$ cat config.mk
export PLATFORM = sky130hd
export DESIGN_NAME = can_accept_filter
export DESIGN_NICKNAME = d
export VERILOG_FILES = /design/src/rtl/can_flt_pkg.sv /design/src/rtl/flt_cfg_regs.sv /design/src/rtl/flt_bank_match.sv /design/src/rtl/flt_select.sv /design/src/rtl/can_accept_filter.sv
export SDC_FILE = /design/constraint.sdc
export NUM_CORES = 2
export LEC_CHECK = 0
export ABC_CLOCK_PERIOD_IN_PS = 42500
export BUFFER_PORTS_ARGS = -buffer_cell sky130_fd_sc_hd__buf_2
export CORE_UTILIZATION = 45
export CTS_BUF_LIST = sky130_fd_sc_hd__clkbuf_16
export CTS_CLUSTER_DIAMETER = 200
export DETAILED_ROUTE_END_ITERATION = 7
export HOLD_SLACK_MARGIN = 0.15
export REMOVE_ABC_BUFFERS = 1
export SYNTH_ARGS = -nofsm -noshare
export SYNTH_HDL_FRONTEND = slang
export SYNTH_SLANG_ARGS = --single-unit
$ cat constraint.sdc
create_clock -name clk -period 42.5 [get_ports clk]
set_clock_uncertainty 0.2 [all_clocks]
set_input_delay 6.375 -clock clk [delete_from_list [all_inputs] [get_ports clk]]
set_output_delay 6.375 -clock clk [all_outputs]
set_load 0.02 [all_outputs]
$ cat src/rtl/can_flt_pkg.sv
package can_flt_pkg;

  typedef struct packed {
    logic [28:0] id;
    logic        ide;
    logic        rtr;
  } frame_t;

  // Wide comparison image of a frame
  function automatic logic [31:0] wide_image(frame_t f);
    if (f.ide) return {f.id, 1'b1, f.rtr, 1'b0};
    else       return {f.id[10:0], 18'd0, 1'b0, f.rtr, 1'b0};
  endfunction

  // Narrow comparison image of a frame
  function automatic logic [15:0] narrow_image(frame_t f);
    logic [10:0] std_part;
    logic [2:0]  ext_top;
    std_part = f.ide ? f.id[28:18] : f.id[10:0];
    ext_top  = f.ide ? f.id[17:15] : 3'd0;
    return {std_part, f.rtr, f.ide, ext_top};
  endfunction

endpackage

$ cat src/rtl/flt_cfg_regs.sv
module flt_cfg_regs #(
  parameter int NUM_BANKS = 14,
  parameter int ADDR_W    = 6,
  parameter int RST_SPLIT = 14
) (
  input  logic                         clk,
  input  logic                         rst,
  input  logic                         wr_en,
  input  logic [ADDR_W-1:0]            wr_addr,
  input  logic [31:0]                  wr_data,
  output logic [NUM_BANKS-1:0][31:0]   word1_q,
  output logic [NUM_BANKS-1:0][31:0]   word2_q,
  output logic [NUM_BANKS-1:0]         list_q,
  output logic [NUM_BANKS-1:0]         wide_q,
  output logic [NUM_BANKS-1:0]         fifo_q,
  output logic [NUM_BANKS-1:0]         enable_q,
  output logic [5:0]                   split_q
);
  localparam int CFG_BASE = 2 * NUM_BANKS;

  int addr_i;
  assign addr_i = int'(wr_addr);

  always_ff @(posedge clk) begin
    if (rst) begin
      word1_q  <= '0;
      word2_q  <= '0;
      list_q   <= '0;
      wide_q   <= '0;
      fifo_q   <= '0;
      enable_q <= '0;
      split_q  <= 6'(RST_SPLIT);
    end else if (wr_en) begin
      if (addr_i < CFG_BASE) begin
        if (wr_addr[0]) word2_q[addr_i / 2] <= wr_data;
        else            word1_q[addr_i / 2] <= wr_data;
      end else begin
        case (addr_i - CFG_BASE)
          0: list_q   <= wr_data[NUM_BANKS-1:0];
          1: wide_q   <= wr_data[NUM_BANKS-1:0];
          2: fifo_q   <= wr_data[NUM_BANKS-1:0];
          3: enable_q <= wr_data[NUM_BANKS-1:0];
          4: split_q  <= wr_data[5:0];
          default: ;
        endcase
      end
    end
  end

  // Split only moves on a write
  assert_split_hold_R9: assert property (@(posedge clk) disable iff (rst)
    !wr_en |=> $stable(split_q));

  // First cycle after reset: every bank disabled
  assert_reset_disabled_R2: assert property (@(posedge clk) disable iff (rst)
    $past(rst) |-> (enable_q == '0));

endmodule

$ cat src/rtl/flt_bank_match.sv
module flt_bank_match (
  input  logic [31:0] word1,
  input  logic [31:0] word2,
  input  logic        list_mode,
  input  logic        wide_mode,
  input  logic [31:0] img_w,
  input  logic [15:0] img_n,
  output logic [3:0]  hit
);
  logic [31:0] diff1, diff2;
  assign diff1 = img_w ^ word1;
  assign diff2 = img_w ^ word2;

  always_comb begin
    hit = 4'b0000;
    unique case ({wide_mode, list_mode})
      2'b10: hit[0] = ((diff1 & word2 & 32'hFFFF_FFFE) == 32'd0);
      2'b11: begin
        hit[0] = (diff1[31:1] == 31'd0);
        hit[1] = (diff2[31:1] == 31'd0);
      end
      2'b00: begin
        hit[0] = (((img_n ^ word1[15:0]) & word1[31:16]) == 16'd0);
        hit[1] = (((img_n ^ word2[15:0]) & word2[31:16]) == 16'd0);
      end
      default: begin
        hit[0] = (img_n == word1[15:0]);
        hit[1] = (img_n == word1[31:16]);
        hit[2] = (img_n == word2[15:0]);
        hit[3] = (img_n == word2[31:16]);
      end
    endcase
  end
endmodule

$ cat src/rtl/flt_select.sv
module flt_select #(
  parameter int NUM_BANKS = 14,
  parameter int IDX_W     = 6
) (
  input  logic                       clk,
  input  logic                       rst,
  input  logic                       frame_valid,
  input  logic                       ctrl_sel,
  input  logic [5:0]                 split,
  input  logic [NUM_BANKS-1:0][3:0]  hits,
  input  logic [NUM_BANKS-1:0]       list_mode,
  input  logic [NUM_BANKS-1:0]       wide_mode,
  input  logic [NUM_BANKS-1:0]       fifo_sel,
  input  logic [NUM_BANKS-1:0]       enable,
  output logic                       res_valid,
  output logic                       res_accept,
  output logic                       res_fifo,
  output logic [IDX_W-1:0]           res_index
);
  localparam int CNT_W = $clog2(4 * NUM_BANKS + 1);

  logic [CNT_W-1:0] run_cnt;
  logic [CNT_W-1:0] win_idx;
  logic             found;
  logic             win_fifo;

  always_comb begin
    run_cnt  = '0;
    win_idx  = '0;
    found    = 1'b0;
    win_fifo = 1'b0;
    for (int b = 0; b < NUM_BANKS; b++) begin
      if (ctrl_sel ? (b >= int'(split)) : (b < int'(split))) begin
        if (!found && enable[b] && (|hits[b])) begin
          found    = 1'b1;
          win_fifo = fifo_sel[b];
          if      (hits[b][0]) win_idx = run_cnt;
          else if (hits[b][1]) win_idx = run_cnt + CNT_W'(1);
          else if (hits[b][2]) win_idx = run_cnt + CNT_W'(2);
          else                 win_idx = run_cnt + CNT_W'(3);
        end
        case ({wide_mode[b], list_mode[b]})
          2'b10:   run_cnt = run_cnt + CNT_W'(1);
          2'b01:   run_cnt = run_cnt + CNT_W'(4);
          default: run_cnt = run_cnt + CNT_W'(2);
        endcase
      end
    end
  end

  always_ff @(posedge clk) begin
    if (rst) begin
      res_valid  <= 1'b0;
      res_accept <= 1'b0;
      res_fifo   <= 1'b0;
      res_index  <= '0;
    end else begin
      res_valid  <= frame_valid;
      res_accept <= frame_valid && found;
      res_fifo   <= frame_valid && found && win_fifo;
      res_index  <= (frame_valid && found) ? win_idx[IDX_W-1:0] : '0;
    end
  end

  assert_verdict_follows_R1: assert property (@(posedge clk) disable iff (rst)
    frame_valid |=> res_valid);

  assert_no_spurious_verdict_R1: assert property (@(posedge clk) disable iff (rst)
    !frame_valid |=> (!res_valid && !res_accept));

  assert_reject_clean_R12: assert property (@(posedge clk) disable iff (rst)
    (res_valid && !res_accept) |-> (res_index == '0 && !res_fifo));

  assert_index_bound_R11: assert property (@(posedge clk) disable iff (rst)
    res_accept |-> (int'(res_index) < 4 * NUM_BANKS));

endmodule

$ cat src/rtl/can_accept_filter.sv
module can_accept_filter
  import can_flt_pkg::*;
#(
  parameter int NUM_BANKS = 14,
  parameter int RST_SPLIT = NUM_BANKS,
  parameter int ADDR_W    = $clog2(2 * NUM_BANKS + 5),
  parameter int IDX_W     = $clog2(4 * NUM_BANKS)
) (
  input  logic              clk,
  input  logic              rst,
  input  logic              cfg_wr_en,
  input  logic [ADDR_W-1:0] cfg_addr,
  input  logic [31:0]       cfg_wdata,
  input  logic              frm_valid,
  input  logic              frm_ctrl,
  input  logic [28:0]       frm_id,
  input  logic              frm_ide,
  input  logic              frm_rtr,
  output logic              res_valid,
  output logic              res_accept,
  output logic              res_fifo,
  output logic [IDX_W-1:0]  res_index
);
  logic [NUM_BANKS-1:0][31:0] word1, word2;
  logic [NUM_BANKS-1:0]       list_mode, wide_mode, fifo_sel, enable;
  logic [5:0]                 split;
  logic [NUM_BANKS-1:0][3:0]  hits;
  frame_t                     frm;
  logic [31:0]                img_w;
  logic [15:0]                img_n;

  assign frm   = '{id: frm_id, ide: frm_ide, rtr: frm_rtr};
  assign img_w = wide_image(frm);
  assign img_n = narrow_image(frm);

  flt_cfg_regs #(
    .NUM_BANKS(NUM_BANKS), .ADDR_W(ADDR_W), .RST_SPLIT(RST_SPLIT)
  ) u_cfg (
    .clk(clk), .rst(rst),
    .wr_en(cfg_wr_en), .wr_addr(cfg_addr), .wr_data(cfg_wdata),
    .word1_q(word1), .word2_q(word2),
    .list_q(list_mode), .wide_q(wide_mode), .fifo_q(fifo_sel),
    .enable_q(enable), .split_q(split)
  );

  for (genvar b = 0; b < NUM_BANKS; b++) begin : g_bank
    flt_bank_match u_match (
      .word1(word1[b]), .word2(word2[b]),
      .list_mode(list_mode[b]), .wide_mode(wide_mode[b]),
      .img_w(img_w), .img_n(img_n),
      .hit(hits[b])
    );
  end

  flt_select #(.NUM_BANKS(NUM_BANKS), .IDX_W(IDX_W)) u_sel (
    .clk(clk), .rst(rst),
    .frame_valid(frm_valid), .ctrl_sel(frm_ctrl), .split(split),
    .hits(hits), .list_mode(list_mode), .wide_mode(wide_mode),
    .fifo_sel(fifo_sel), .enable(enable),
    .res_valid(res_valid), .res_accept(res_accept),
    .res_fifo(res_fifo), .res_index(res_index)
  );

endmodule

**After elaboration in Yosys (flattened, before gate mapping)**

Cells that the tools add are included.

- Flip-flop bits (word level): 967
- Input port bits: 74
- Output and inout bits: 9
- Logic and storage cells: 701

- $add $sub $neg: 52
- $lt $le $gt $ge: 31
- Eq/ne operators: 101
- Mux-type cells: 215
- Bitwise operators: 101
- Reduce and logical (&&, ||, !) cells: 164

Operators with widths:

| kind | number |
|---|---|
| 448-bit bitwise mux | 2 |
| 16-bit equality test | 56 |
| 32-bit XOR | 28 |
| 31-bit logical NOT | 28 |
| 6-bit two-way mux | 81 |
| 32-bit logical NOT | 15 |
| 16-bit bitwise AND | 28 |
| 32-bit bitwise AND | 14 |
| 16-bit logical NOT | 28 |
| 16-bit XOR | 28 |
| 6-bit by 2-bit adder with 6-bit output, second input constant | 26 |
| 6-bit one-hot mux with 2 select lines | 12 |
| 32-bit demux with 4-bit select | 1 |
| 1-bit one-hot mux with 3 select lines | 28 |
| 6-bit by 1-bit adder with 6-bit output, second input constant | 13 |
| 6-bit by 3-bit adder with 6-bit output, second input constant | 12 |
| 1-bit two-way mux | 71 |
| 32-bit by 2-bit equality test with 1-bit output, second input constant | 2 |
| 32-bit two-way mux | 2 |
| 2-bit equality test, second input constant | 28 |
| 4-bit OR reduction | 14 |
| 3-bit OR reduction | 14 |
| 4-bit by 6-bit >= comparator with 1-bit output, first input constant | 6 |
| 4-bit by 6-bit < comparator with 1-bit output, first input constant | 6 |
| 23 further kinds | 121 |

**Longest topological paths before layout**

- Word-level depth: 77
- Gate-level depth with buffers: 78
- Depth with buffers taken out: 76

**Cells and area by module**

Synthesis repeated with hierarchy kept, for this count alone.

- Cells, all modules: 7,706
- Area, all modules: 70,410.0 sq um

By module, submodules not included:

| module | instances | cells an instance | area an instance (sq um) | seq. area each (sq um) |
|---|---|---|---|---|
| flt_cfg_regs | 1 | 3,268 | 36,777.8 | 19,178.4 |
| flt_bank_match | 14 | 215 | 1,730.4 | 0.0 |
| flt_select | 1 | 1,395 | 9,125.0 | 180.2 |
| can_accept_filter | 1 | 33 | 281.5 | 0.0 |

**Worst setup path before layout**

OpenSTA, ideal clock, no wires.

- Path kind: input port to flip-flop
- From: in frm_ctrl
- To: reg u_sel.res_index[5]
- Library setup time: 86 ps
- Data arrival time: 18,793 ps
- Data required time: 42,214 ps
- Setup slack: 23,422 ps
- Cell stages on the path: 72
- Buffers on the path: 2
- Cell sequence: clkbuf_1 o21ai_1 and3_1 inv_1 ha_1 a2111oi_0 a32oi_1 nand2_1 ha_1 a21oi_1 a31oi_1 a41oi_2 nand2_4 ha_1 nand4_1 o21ai_0 a211oi_1 nand2_1 [36 not listed] a21oi_1 o21ai_1 a21oi_1 or3_1 inv_1 ha_1 nand4_1 inv_1 a211oi_2 inv_2 ha_1 a21o_1 o21ai_0 a21oi_1 mux2i_1 nor4_1 xor2_1 a211oi_1

- Word-level cells in the longest chain between the ends: 70
- Elaborated cells on any way between the ends: 225
- Classes of those cells: add/sub: 51; mux: 132; bitwise: 1; reduce/logical: 41

Ends and longest elaborated chain:

| item | line | source |
|---|---|---|
| start: declaration | can_accept_filter.sv:15 | `input logic frm_ctrl,` |
| branches (longest 70 deep; another with 6-bit by 2-bit adder with 6-bit output) | - |  |
| end signal: assignment | flt_select.sv:61 | `res_index <= (frame_valid && found) ? win_idx[IDX_W-1:0] : '0;` |
| end: declaration | flt_select.sv:18 | `output logic [IDX_W-1:0] res_index` |

Several ways; the timed one is not identified.
A chain may end at the register's enable or synchronous reset.

**Worst setup path in the final report**

- From: in frm_ctrl
- To: reg u_sel.res_index[4]

The elaborated chain is that of the path after synthesis.

==> results by group <==
Status
  – Status: complete, no violations

Synth
  – Gate Count Post-Synth: approximately 9k
  – Count leader, synth: nand2_1
  – Adder-Cell Fraction of Synth Area: 0.01658
  – #FFs+latches synth: ~970
  – Commonest cells post-synth: 2214 x nand2_1, 1251 x xnor2_1, 1111 x a21oi_1
  – Sequential share of the synthesized area: 0.2949
  – Largest family of logic cells by synthesized area: simple AND/OR/NAND/NOR gates
  – Average size of a mapped cell: 7.278 um^2
  – Number of flops mapped to enable cells by yosys: 0
  – Post-synthesis mux area share: 0.008252
  – Synth Cell Area: roughly 66000 um^2
  – Post-synthesis simple-gate area fraction: 0.2310
  – Post-synthesis xor/xnor area fraction: 0.1965
  – Compound-Gate Fraction of Synth Area: 0.2022
  – Ys Warns: 0
  – Largest area contributor in the netlist: dfxtp_1
  – Top cell type's share of synthesized area: 0.2949
  – Async set-reset flop share out of synthesis: 0
  – Synth top area cells: dfxtp_1 29%, xnor2_1 17%, nand2_1 13%
  – Top FF cell, synth: dfxtp_1
  – Post-synth cell types: roughly 110

Power
  – Maximum VDD drop: about 35 uV
  – Pleak: 21.78 nW
  – PD cells: approximately 32 nW/um^2
  – Total power: 2.312 mW

Timing
  – Relative slew margins: 0.08057
  – Least-Margin Pin Slew: roughly 1400 ps
  – # setup viols final: 0
  – Period Utilization, post-route: 0.5106
  – RSZ-0062 raised after global routing: false
  – Fmax: between 0.04 and 0.05 GHz
  – Setup TNS: 0 ps
  – Slew Limit Fails: 0
  – Final Hold Fails: 0
  – Crit path time final: 21700 ps

CTS
  – Clock slew at reported path FFs: 70 ps
  – Root Buffer: clkbuf_16
  – CTS Buffer Depth: 3
  – Clock sinks: a little under 1k
  – Worst-Skew Late Latency: between 700 and 800 ps
  – Post-cts sizing count: 0
  – # H-tree levels: 3
  – CTS tree: built
  – CTS buffer count: roughly 110
  – Hold_buf cts: 0
  – Setup repair bufs after CTS: 0

Setup path
  – Cell repeated most along the worst path: ha_1
  – Slowest cell on the critical path: mux2i_1
  – Critical Path RT: between 40000 and 50000 ps
  – Critical Path Start: frm_ctrl
  – Maximum fanout along the worst path: 22
  – CP Data Arrival Time: about 22000 ps
  – Delay of the slowest critical-path stage: 730 ps
  – Critical path type: input pin to flip-flop
  – Reg-to-Reg Start: u_cfg.split_q[2]
  – Crit end category: flip-flop
  – Startpoint Class: input pin

Floorplanning
  – Die Ht: around 380 um
  – Std cell rows: roughly 140
  – Die area: about 150000 um^2
  – Core area: between 100000 and 150000 um^2
  – I/O Pins: 83
  – Starting Density: 0.4553
  – Die X: between 300 and 400 um

Detailed routing
  – Final WL: around 320000 um
  – Via density: 6.429
  – Drt wl/cell: just under 30 um
  – Vias: 68.76k
  – Initial DRC count: 9606
  – TritonRoute pass-1 iters: 7
  – Drc violations: 0
  – Post-route ant nets: 0

Global route
  – Largest net degree at the start of global routing: between 150 and 200
  – M3 GR Usage: 0.08921
  – Met1 Use GR: 0.5456
  – Total GRT Usage: 0.4148
  – Antenna violations before repair: 15
  – Vias in the first global route: ~63k
  – Global route hottest layer: met2
  – GR Layer Usage met2: 0.6193
  – GRT overflow: 0
  – First-pass GRT wire length: 452900 um

Cells and area
  – Layout cells sized above 1: 0.06294
  – Nets: 8852
  – Area Growth Syn to Fin: 8.477%
  – Finished Core Util: 0.4939

Hold path
  – Hold Path Class: flip-flop to flip-flop
  – Worst hold start: u_cfg.fifo_q[7]

Placed design
  – Input/output buffers: between 80 and 90
  – Gpl congestion: 0.9775
  – Post-DP HPWL: between 200000 and 250000 um

Run
  – Total of max-cap violations: 0
## per-layer routing
layer  part of all wire  routed length [um]  vias up
met1               0.40              126000    33030
met5            0.00025                  79        -
li1                   -                   -    30490
met2               0.42              133800     4225
met3               0.11               34770     1019
met4              0.071               22370        8
## cell families after synthesis
group	count (synthesis)
AOI/OAI and AO/OA	2119
xor gates and xnor gates	1473
adders and majority gates	87
buffers and inverters	874
DFF	967
muxes	52
and+or+nand+nor	3448
## state kept, by name, summed over array words and instances, names as in the netlist
signal	count
u_cfg.wide_q	14
u_cfg.list_q	14
u_cfg.split_q	6
u_sel.res_accept	1
u_cfg.word1_q	448
u_cfg.enable_q	14
u_cfg.fifo_q	14
u_cfg.word2_q	448
u_sel.res_fifo	1
u_sel.res_valid	1
u_sel.res_index	6
## worst paths after layout
| kind | end | slack, ps | cells past startpoint |
|---|---|---|---|
| max | u_sel.res_index[4] | 20800 | 61 |
| min reg2reg | u_cfg.fifo_q[7] | 260 | 2 |
| max reg2reg | u_sel.res_index[4] | 25680 | 60 |
| min | u_cfg.fifo_q[7] | 260 | 2 |
## layout by cell type, fill, tap and decap left out, types with 24 or more instances in the layout
master,count
a211oi_1,28
a21oi_1,1111
a221oi_1,96
a222oi_1,41
a22o_1,83
a22oi_1,215
a31oi_1,51
and3_1,34
buf_2,78
buf_4,167
clkbuf_16,111
clkinv_1,24
dfxtp_1,967
ha_1,87
inv_1,195
mux2i_1,30
nand2_1,2196
nand2b_1,30
nand3_1,183
nand3b_1,31
nand4_1,142
nor2_1,261
nor2b_1,28
nor3_1,136
nor4_1,224
o21ai_0,183
or4_1,30
xnor2_1,1251
xor2_1,222
## worst max-delay path, delay by kind of cell
family	cells	cell delay (ps)
AOI/OAI and AO/OA	24	5810
adders and majority gates	11	4050
buffers and inverters	11	2890
and+or+nand+nor	13	1930
muxes	2	1040
## through the flow
step	cell area [um^2]	cells	setup slack, ps	hold slack [ps]
after floorplan	63000	8325	23450	225.5
after global placement	67520	10480	20320	243.8
after detailed placement	67520	10480	20250	243.8
after CTS	71200	10690	21080	252.7
after global routing	71200	10690	19610	275.2
final	71220	10700	20800	255.8
## report_power, final
part / switching [mW] / internal (mW) / leakage, nW
sequential: 0.00471 / 0.909 / 7.79
clock: 0.440 / 0.551 / 1.87
combinational: 0.290 / 0.116 / 12.1
## layout make-up
cell class / instances / area [um^2]
inverter: 179 / 671.9
clock buffer: 111 / 2778
tap: 1903 / 2381
timing repair buffer: 253 / 1785
clock inverter: 97 / 895.9
fill: 14380 / 72960
antenna: 7 / 17.52
multi-input combinational: 7179 / 43330
sequential: 967 / 19360
Power figures use the tool's default switching activity.
